===== src/rtl/pwr_mode_pkg.sv =====
package pwr_mode_pkg;

  typedef enum logic [1:0] {
    MODE_NORMAL = 2'b00,
    MODE_EDET   = 2'b01,
    MODE_SOFTPD = 2'b10,
    MODE_PSAVE  = 2'b11
  } pwr_mode_e;

  typedef struct packed {
    logic pll;
    logic mac;
    logic host;
    logic phy;
    logic aux;
  } glob_en_t;

  // Nanoseconds to clock cycles, rounded to nearest, at least one cycle.
  function automatic int unsigned ns_to_cycles(longint clk_hz, longint ns);
    longint c;
    c = (ns * clk_hz + 64'sd500_000_000) / 64'sd1_000_000_000;
    if (c < 1) c = 1;
    return int'(c);
  endfunction

  // Microseconds to clock cycles, at least two cycles.
  function automatic int unsigned us_to_cycles(longint clk_hz, longint us);
    longint c;
    c = (clk_hz / 64'sd1_000_000) * us;
    if (c < 2) c = 2;
    return int'(c);
  endfunction

  // Global enable pattern for a mode and the sleep flag.
  function automatic glob_en_t glob_pattern(pwr_mode_e m, logic sleeping);
    glob_en_t g;
    case (m)
      MODE_NORMAL: g = '{pll: 1'b1, mac: 1'b1, host: 1'b1, phy: 1'b1, aux: 1'b1};
      MODE_EDET:   g = sleeping ? glob_en_t'(5'b0)
                                : '{pll: 1'b1, mac: 1'b1, host: 1'b1, phy: 1'b1, aux: 1'b1};
      MODE_SOFTPD: g = glob_en_t'(5'b0);
      default:     g = '{pll: 1'b1, mac: 1'b1, host: 1'b1, phy: 1'b1, aux: 1'b0};
    endcase
    return g;
  endfunction

endpackage


===== src/rtl/pwr_mode_reg.sv =====
module pwr_mode_reg
  import pwr_mode_pkg::*;
(
  input  logic       clk,
  input  logic       rst_n,
  input  logic       wr_en,
  input  logic [1:0] wr_data,
  output pwr_mode_e  mode_q
);

  always_ff @(posedge clk or negedge rst_n) begin
    if (!rst_n)     mode_q <= MODE_NORMAL;
    else if (wr_en) mode_q <= pwr_mode_e'(wr_data);
  end

endmodule


===== src/rtl/pwr_edet_fsm.sv =====
module pwr_edet_fsm
  import pwr_mode_pkg::*;
#(
  parameter int unsigned NUM_PORTS  = 4,
  parameter int unsigned PULSE_CYC  = 6,
  parameter int unsigned PERIOD_CYC = 50_000_000
) (
  input  logic                 clk,
  input  logic                 rst_n,
  input  pwr_mode_e            mode_q,
  input  logic [NUM_PORTS-1:0] port_pd,
  input  logic [NUM_PORTS-1:0] link_up,
  input  logic [NUM_PORTS-1:0] rx_energy,
  output logic                 sleeping,
  output logic                 wake_evt,
  output logic                 sleep_evt,
  output logic                 pulse
);

  localparam int unsigned CNT_W = $clog2(PERIOD_CYC + 1);

  logic             asleep_q;
  logic             link_prev_q;
  pwr_mode_e        mode_prev_q;
  logic [CNT_W-1:0] cnt_q;

  logic in_ed, ed_enter, any_link, any_energy, link_fell;

  assign in_ed      = (mode_q == MODE_EDET);
  assign ed_enter   = in_ed && (mode_prev_q != MODE_EDET);
  assign any_link   = |(link_up & ~port_pd);
  assign any_energy = |(rx_energy & ~port_pd);
  assign link_fell  = link_prev_q && !any_link;
  assign sleeping   = asleep_q && in_ed;
  assign wake_evt   = sleeping && any_energy;
  assign sleep_evt  = in_ed && !asleep_q && !any_link && (ed_enter || link_fell);
  assign pulse      = sleeping && (cnt_q < CNT_W'(PULSE_CYC));

  always_ff @(posedge clk or negedge rst_n) begin
    if (!rst_n) begin
      asleep_q    <= 1'b0;
      link_prev_q <= 1'b0;
      mode_prev_q <= MODE_NORMAL;
    end else begin
      link_prev_q <= any_link;
      mode_prev_q <= mode_q;
      if (!in_ed || wake_evt) asleep_q <= 1'b0;
      else if (sleep_evt)     asleep_q <= 1'b1;
    end
  end

  always_ff @(posedge clk or negedge rst_n) begin
    if (!rst_n)                              cnt_q <= '0;
    else if (!sleeping)                      cnt_q <= '0;
    else if (cnt_q == CNT_W'(PERIOD_CYC - 1)) cnt_q <= '0;
    else                                     cnt_q <= cnt_q + 1'b1;
  end

endmodule


===== src/rtl/pwr_enable_map.sv =====
module pwr_enable_map
  import pwr_mode_pkg::*;
#(
  parameter int unsigned NUM_PORTS = 4
) (
  input  pwr_mode_e            mode_q,
  input  logic                 sleeping,
  input  logic                 pulse,
  input  logic [NUM_PORTS-1:0] port_pd,
  output logic                 pll_en,
  output logic                 mac_en,
  output logic                 host_en,
  output logic [NUM_PORTS-1:0] phy_tx_en,
  output logic [NUM_PORTS-1:0] phy_rx_en,
  output logic [NUM_PORTS-1:0] rx_aux_en,
  output logic [NUM_PORTS-1:0] edet_en,
  output logic [NUM_PORTS-1:0] beacon
);

  glob_en_t g;
  assign g       = glob_pattern(mode_q, sleeping);
  assign pll_en  = g.pll;
  assign mac_en  = g.mac;
  assign host_en = g.host;

  for (genvar p = 0; p < NUM_PORTS; p++) begin : g_port
    logic live;
    assign live         = !port_pd[p];
    assign phy_tx_en[p] = g.phy && live;
    assign phy_rx_en[p] = g.phy && live;
    assign rx_aux_en[p] = g.aux && live;
    assign edet_en[p]   = sleeping && live;
    assign beacon[p]    = pulse && live;
  end

endmodule


===== src/rtl/pwr_mode_ctrl.sv =====
module pwr_mode_ctrl
  import pwr_mode_pkg::*;
#(
  parameter int unsigned NUM_PORTS = 4,
  parameter longint      CLK_HZ    = 50_000_000,
  parameter longint      PULSE_NS  = 120,
  parameter longint      PERIOD_US = 1_000_000
) (
  input  logic                 clk,
  input  logic                 rst_n,
  input  logic                 mode_wr_en,
  input  logic [1:0]           mode_wr_data,
  output logic [1:0]           mode_rd,
  input  logic [NUM_PORTS-1:0] port_pd,
  input  logic [NUM_PORTS-1:0] link_up,
  input  logic [NUM_PORTS-1:0] rx_energy,
  output logic                 pll_en,
  output logic                 mac_en,
  output logic                 host_en,
  output logic [NUM_PORTS-1:0] phy_tx_en,
  output logic [NUM_PORTS-1:0] phy_rx_en,
  output logic [NUM_PORTS-1:0] rx_aux_en,
  output logic [NUM_PORTS-1:0] edet_en,
  output logic [NUM_PORTS-1:0] beacon
);

  localparam int unsigned PULSE_CYC  = ns_to_cycles(CLK_HZ, PULSE_NS);
  localparam int unsigned PERIOD_CYC = us_to_cycles(CLK_HZ, PERIOD_US);

  pwr_mode_e mode_q;
  logic      sleeping, wake_evt, sleep_evt, pulse;

  assign mode_rd = mode_q;

  pwr_mode_reg u_reg (
    .clk     (clk),
    .rst_n   (rst_n),
    .wr_en   (mode_wr_en),
    .wr_data (mode_wr_data),
    .mode_q  (mode_q)
  );

  pwr_edet_fsm #(
    .NUM_PORTS  (NUM_PORTS),
    .PULSE_CYC  (PULSE_CYC),
    .PERIOD_CYC (PERIOD_CYC)
  ) u_fsm (
    .clk       (clk),
    .rst_n     (rst_n),
    .mode_q    (mode_q),
    .port_pd   (port_pd),
    .link_up   (link_up),
    .rx_energy (rx_energy),
    .sleeping  (sleeping),
    .wake_evt  (wake_evt),
    .sleep_evt (sleep_evt),
    .pulse     (pulse)
  );

  pwr_enable_map #(.NUM_PORTS(NUM_PORTS)) u_map (
    .mode_q    (mode_q),
    .sleeping  (sleeping),
    .pulse     (pulse),
    .port_pd   (port_pd),
    .pll_en    (pll_en),
    .mac_en    (mac_en),
    .host_en   (host_en),
    .phy_tx_en (phy_tx_en),
    .phy_rx_en (phy_rx_en),
    .rx_aux_en (rx_aux_en),
    .edet_en   (edet_en),
    .beacon    (beacon)
  );

endmodule


===== config.mk =====
export PLATFORM = sky130hd
export DESIGN_NAME = pwr_mode_ctrl
export DESIGN_NICKNAME = d
export VERILOG_FILES = /design/src/rtl/pwr_mode_pkg.sv /design/src/rtl/pwr_mode_reg.sv /design/src/rtl/pwr_edet_fsm.sv /design/src/rtl/pwr_enable_map.sv /design/src/rtl/pwr_mode_ctrl.sv
export SDC_FILE = /design/constraint.sdc
export NUM_CORES = 1
export LEC_CHECK = 0
export BUFFER_PORTS_ARGS = -buffer_cell sky130_fd_sc_hd__buf_2
export CORE_MARGIN = 5
export CORE_UTILIZATION = 28
export DETAILED_ROUTE_END_ITERATION = 8
export GPL_TIMING_DRIVEN = 0
export PLACE_DENSITY_LB_ADDON = 0.1
export SYNTH_ARGS = -nofsm -noshare
export SYNTH_HDL_FRONTEND = slang
export SYNTH_SLANG_ARGS = --single-unit
export TNS_END_PERCENT = 10

===== constraint.sdc =====
create_clock -name clk -period 5.9 [get_ports clk]
set_input_delay 0.59 -clock clk [delete_from_list [all_inputs] [get_ports clk]]
set_output_delay 0.59 -clock clk [all_outputs]
set_load 0.05 [all_outputs]

==> flow_metrics.env <==
export IMPL_synth_seq_cells=32
export IMPL_crit_required_ps=5310
export IMPL_syn_to_final_growth_pct=22.7
export IMPL_p_int_uw=370
export IMPL_wire_length_per_cell_um=14.6
export IMPL_global_route_usage_sum_pct=12.2
export IMPL_cpMostUsedCell="sky130_fd_sc_hd__nor2_1"
export IMPL_placement_io_buffers=41
export IMPL_detailroute_via_count=1605
export IMPL_worstSetupEndpointType="output pin"
export IMPL_number_of_logic_stages_on_the_critical_path_including_buffering=5
export IMPL_worstSetupPathType="reg -> out"
export IMPL_final_setup_tns_ps=0
export IMPL_crit_fanout=7
export IMPL_start_util_pct=28.7
export IMPL_postCtsSetupRepairBufs=0
export IMPL_cp_buffers_inverters=1
export IMPL_cts_hold_buf=0
export IMPL_row_count=29
export IMPL_tritoncts_clock_tree="done"
export IMPL_dr_first_iter_drc_count=70
export IMPL_synth_async_reset_ratio_pct=100
export IMPL_unrepaired_setup_endpoints_after_global_routing="false"
export IMPL_critical_path_max_stage_delay_ps=570
export IMPL_overflow=0
export IMPL_path_clk_slew_ps=70
export IMPL_max_clock_path_buffers=2
export IMPL_fin_crit_ps=2630
export IMPL_max_cap_viol_count=0
export IMPL_mappedNetlistArea_mm2=0.00182
export IMPL_share_of_the_clock_period_used_by_the_worst_path_after_layout_pct=44.5
export IMPL_die_h_um=90.6
export IMPL_antenna_violations_before_repair=0
export IMPL_synth_sequential_area_ratio_pct=44.0
export IMPL_synthesis_nets=221
export IMPL_switching_share_pct=29.4
export IMPL_rr_startpoint="u_fsm.cnt_q[0]"
export IMPL_crit_slowest_cell="sky130_fd_sc_hd__or4_1"
export IMPL_hold_viol=0
export IMPL_final_layout_size_suffix_gt1_share_pct=26.2
export IMPL_yosysUniqueCellTypes=37
export IMPL_place_gp_congestion=0.731
export IMPL_regToRegSetupSlack_ps=3780
export IMPL_floorplan_die_area_mm2=0.00821
export IMPL_peakVddDrop_mv=0.106
export IMPL_max_slew_margin_pct=50.9
export IMPL_overall_power_uw=525
export IMPL_core_mm2=0.00635
export IMPL_clock_fmax_ghz=0.381
export IMPL_power_leakage_uw=0.000959
export IMPL_reg2regPathDepth=5
export IMPL_path_cells="or4_1 -> nor2_1 -> nand4_1 -> nor2_1 -> buf_2"
export IMPL_power_sequential_fraction_pct=43.1
export IMPL_timing_clock_skew_ps=9.82
export IMPL_stdcell_area_mm2=0.00223
export IMPL_detail_route_vias_per_cell=4.88
export IMPL_pwr_share_comb_pct=16.8
export IMPL_top_level_i_o_count=42
export IMPL_class_of_the_tightest_hold_or_removal_check="in -> async"
export IMPL_timing_max_transition_violations_final=0
export IMPL_cts_buffers_inserted=5
export IMPL_grt_pass1_vias=1521
export IMPL_element_type_at_the_critical_path_start="flip-flop"
export IMPL_synthesis_instances=203
export IMPL_die_width_um=90.6
export IMPL_clock_power_share_pct=40.0
export IMPL_p_per_area_mw_per_mm2=235
export IMPL_synth_warnings=0
export IMPL_worst_slew_pin_transition_ps=737
export IMPL_number_of_enable_type_register_cells_in_the_synthesized_netlist=0
export IMPL_worst_setup_path_startpoint="u_fsm.cnt_q[8]"
export IMPL_post_dp_cell_area_mm2=0.00212
export IMPL_status="complete, no violations"
export IMPL_post_layout_net_count=269
export IMPL_wirelength_um=4820
export IMPL_timing_critical_path_max_delay_family="simple AND/OR/NAND/NOR gates"
export IMPL_antenna_cells_inserted=0
export IMPL_clock_tree_root_cell="sky130_fd_sc_hd__clkbuf_8"
export IMPL_reg2reg_to="u_fsm.cnt_q[24]"
export IMPL_cts_resized=0
export IMPL_clock_insertion_delay_worst_skew_ps=280
export IMPL_grt_max_degree=33
export IMPL_synth_avg_cell_area_um2=8.97
export IMPL_finish_utilization_pct=35.2
export IMPL_global_route_wire_length_before_repair_um=8140
export IMPL_cts_htree_levels=2
export IMPL_post_route_drc_count=0
export IMPL_synth_top_flop_cell="sky130_fd_sc_hd__dfrtp_1"
export IMPL_report_final_setup_viol=0
export IMPL_endpoint="beacon[3]"
export IMPL_dp_wirelength_um=3640
export IMPL_worst_ep_arrival_time_ps=2040
export IMPL_p_switching_uw=154
export IMPL_antenna_left=0
export IMPL_cts_sinks=32
export IMPL_drt_pass1_iter_count=4
-- layout make-up --
type	instances	area, µm²
Clock buffer	5	68.8
Timing Repair Buffer	41	205
Multi-Input combinational cell	148	887
Buffer	12	91.3
Inverter	11	41.3
Clock inverter	3	42.5
Fill cell	669	4120
Sequential cell	32	801
Tap cell	77	96.3
-- registers in the layout, indices dropped and copies added (netlist names) --
name               flops
u_fsm.asleep_q         1
u_reg.mode_q           2
u_fsm.link_prev_q      1
u_fsm.cnt_q           26
u_fsm.mode_prev_q      2
-- cell families after synthesis --
| logic type | count (synthesis) | share of synthesized area (%) |
|---|---|---|
| and+or+nand+nor | 102 | 30.7 |
| DFF | 32 | 44.0 |
| AOI/OAI and AO/OA | 31 | 10.4 |
| buffers and inverters | 23 | 7.28 |
| xor gates and xnor gates | 13 | 6.25 |
| muxes | 1 | 0.619 |
| adders and majority gates | 1 | 0.687 |
-- metrics by stage --
step | instances | setup WS, ps | hold WS (ps)
floorplan | 203 | 3040 | 294
global placement | 321 | 3560 | 465
detailed placement | 321 | 3560 | 471
CTS | 329 | 3240 | 398
global route | 329 | 3070 | 431
finish | 329 | 3270 | 366
-- synthesized netlist by cell type, types with 5 or more instances --
cell type,instances,area share [%]
sky130_fd_sc_hd__nor2_1,35,7.2
sky130_fd_sc_hd__nand2_1,10,2.1
sky130_fd_sc_hd__or4_1,6,2.5
sky130_fd_sc_hd__inv_1,11,2.3
sky130_fd_sc_hd__dfrtp_1,32,44
sky130_fd_sc_hd__buf_4,6,2.5
sky130_fd_sc_hd__or3_1,6,2.1
sky130_fd_sc_hd__xor2_1,5,2.4
sky130_fd_sc_hd__xnor2_1,8,3.8
sky130_fd_sc_hd__a21oi_1,12,3.3
sky130_fd_sc_hd__o21ai_0,8,2.2
sky130_fd_sc_hd__nand3_1,9,2.5
sky130_fd_sc_hd__nor4_1,8,2.7
sky130_fd_sc_hd__nand4_1,9,3.1
sky130_fd_sc_hd__o31ai_1,5,2.1
-- per-layer routing --
layer  track usage [%]  wire length (µm)  vias to the layer above
met5                 0                 0                        -
met4              4.09                38                        0
met3              2.42               109                        4
met2              18.3              2300                       21
met1              17.4              2370                      763
li1                  -                 -                      817
-- cell usage in the layout, fill, tap and decap left out, types with 2 or more instances in the layout --
cell	Yosys	layout
sky130_fd_sc_hd__nor2b_1	3	3
sky130_fd_sc_hd__buf_4	6	6
sky130_fd_sc_hd__nor2_1	35	35
sky130_fd_sc_hd__clkbuf_1	2	2
sky130_fd_sc_hd__nand2_1	10	10
sky130_fd_sc_hd__a21oi_1	12	12
sky130_fd_sc_hd__nand4_1	9	9
sky130_fd_sc_hd__nand3_1	9	9
sky130_fd_sc_hd__buf_6	3	3
sky130_fd_sc_hd__clkbuf_8	0	5
sky130_fd_sc_hd__buf_2	1	42
sky130_fd_sc_hd__or4_1	6	6
sky130_fd_sc_hd__xor2_1	5	5
sky130_fd_sc_hd__dfrtp_1	32	32
sky130_fd_sc_hd__and3_1	3	3
sky130_fd_sc_hd__o21ai_0	8	8
sky130_fd_sc_hd__and4_1	2	2
sky130_fd_sc_hd__xnor2_1	8	8
sky130_fd_sc_hd__nor4_1	8	8
sky130_fd_sc_hd__inv_1	11	11
sky130_fd_sc_hd__nor3_1	3	3
sky130_fd_sc_hd__o31ai_1	5	5
sky130_fd_sc_hd__or4_4	2	2
sky130_fd_sc_hd__or3_1	6	6
-- how the worst min path moves through the flow --
stage | from | to | slack (ps) | cells after the start
global route | rst_n | u_fsm.cnt_q[20] | 430 | 1
CTS | rst_n | u_fsm.cnt_q[24] | 400 | 1
detailed placement | u_reg.mode_q[1] | u_fsm.mode_prev_q[1] | 470 | 0
floorplan | rst_n | u_fsm.asleep_q | 290 | 0
finish | rst_n | u_fsm.cnt_q[24] | 370 | 1
global placement | u_reg.mode_q[1] | u_fsm.mode_prev_q[1] | 460 | 0
-- power by group through the flow --
| stage | registers (µW) | logic, µW | clock network [µW] |
|---|---|---|---|
| floorplan | 234 | 58.3 | 0 |
| global placement | 231 | 90.0 | 0 |
| detailed placement | 231 | 89.7 | 0 |
| CTS | 226 | 89.9 | 217 |
| global route | 227 | 95.0 | 229 |
| finish | 226 | 88.4 | 210 |
(Power assumes the default switching activity.)
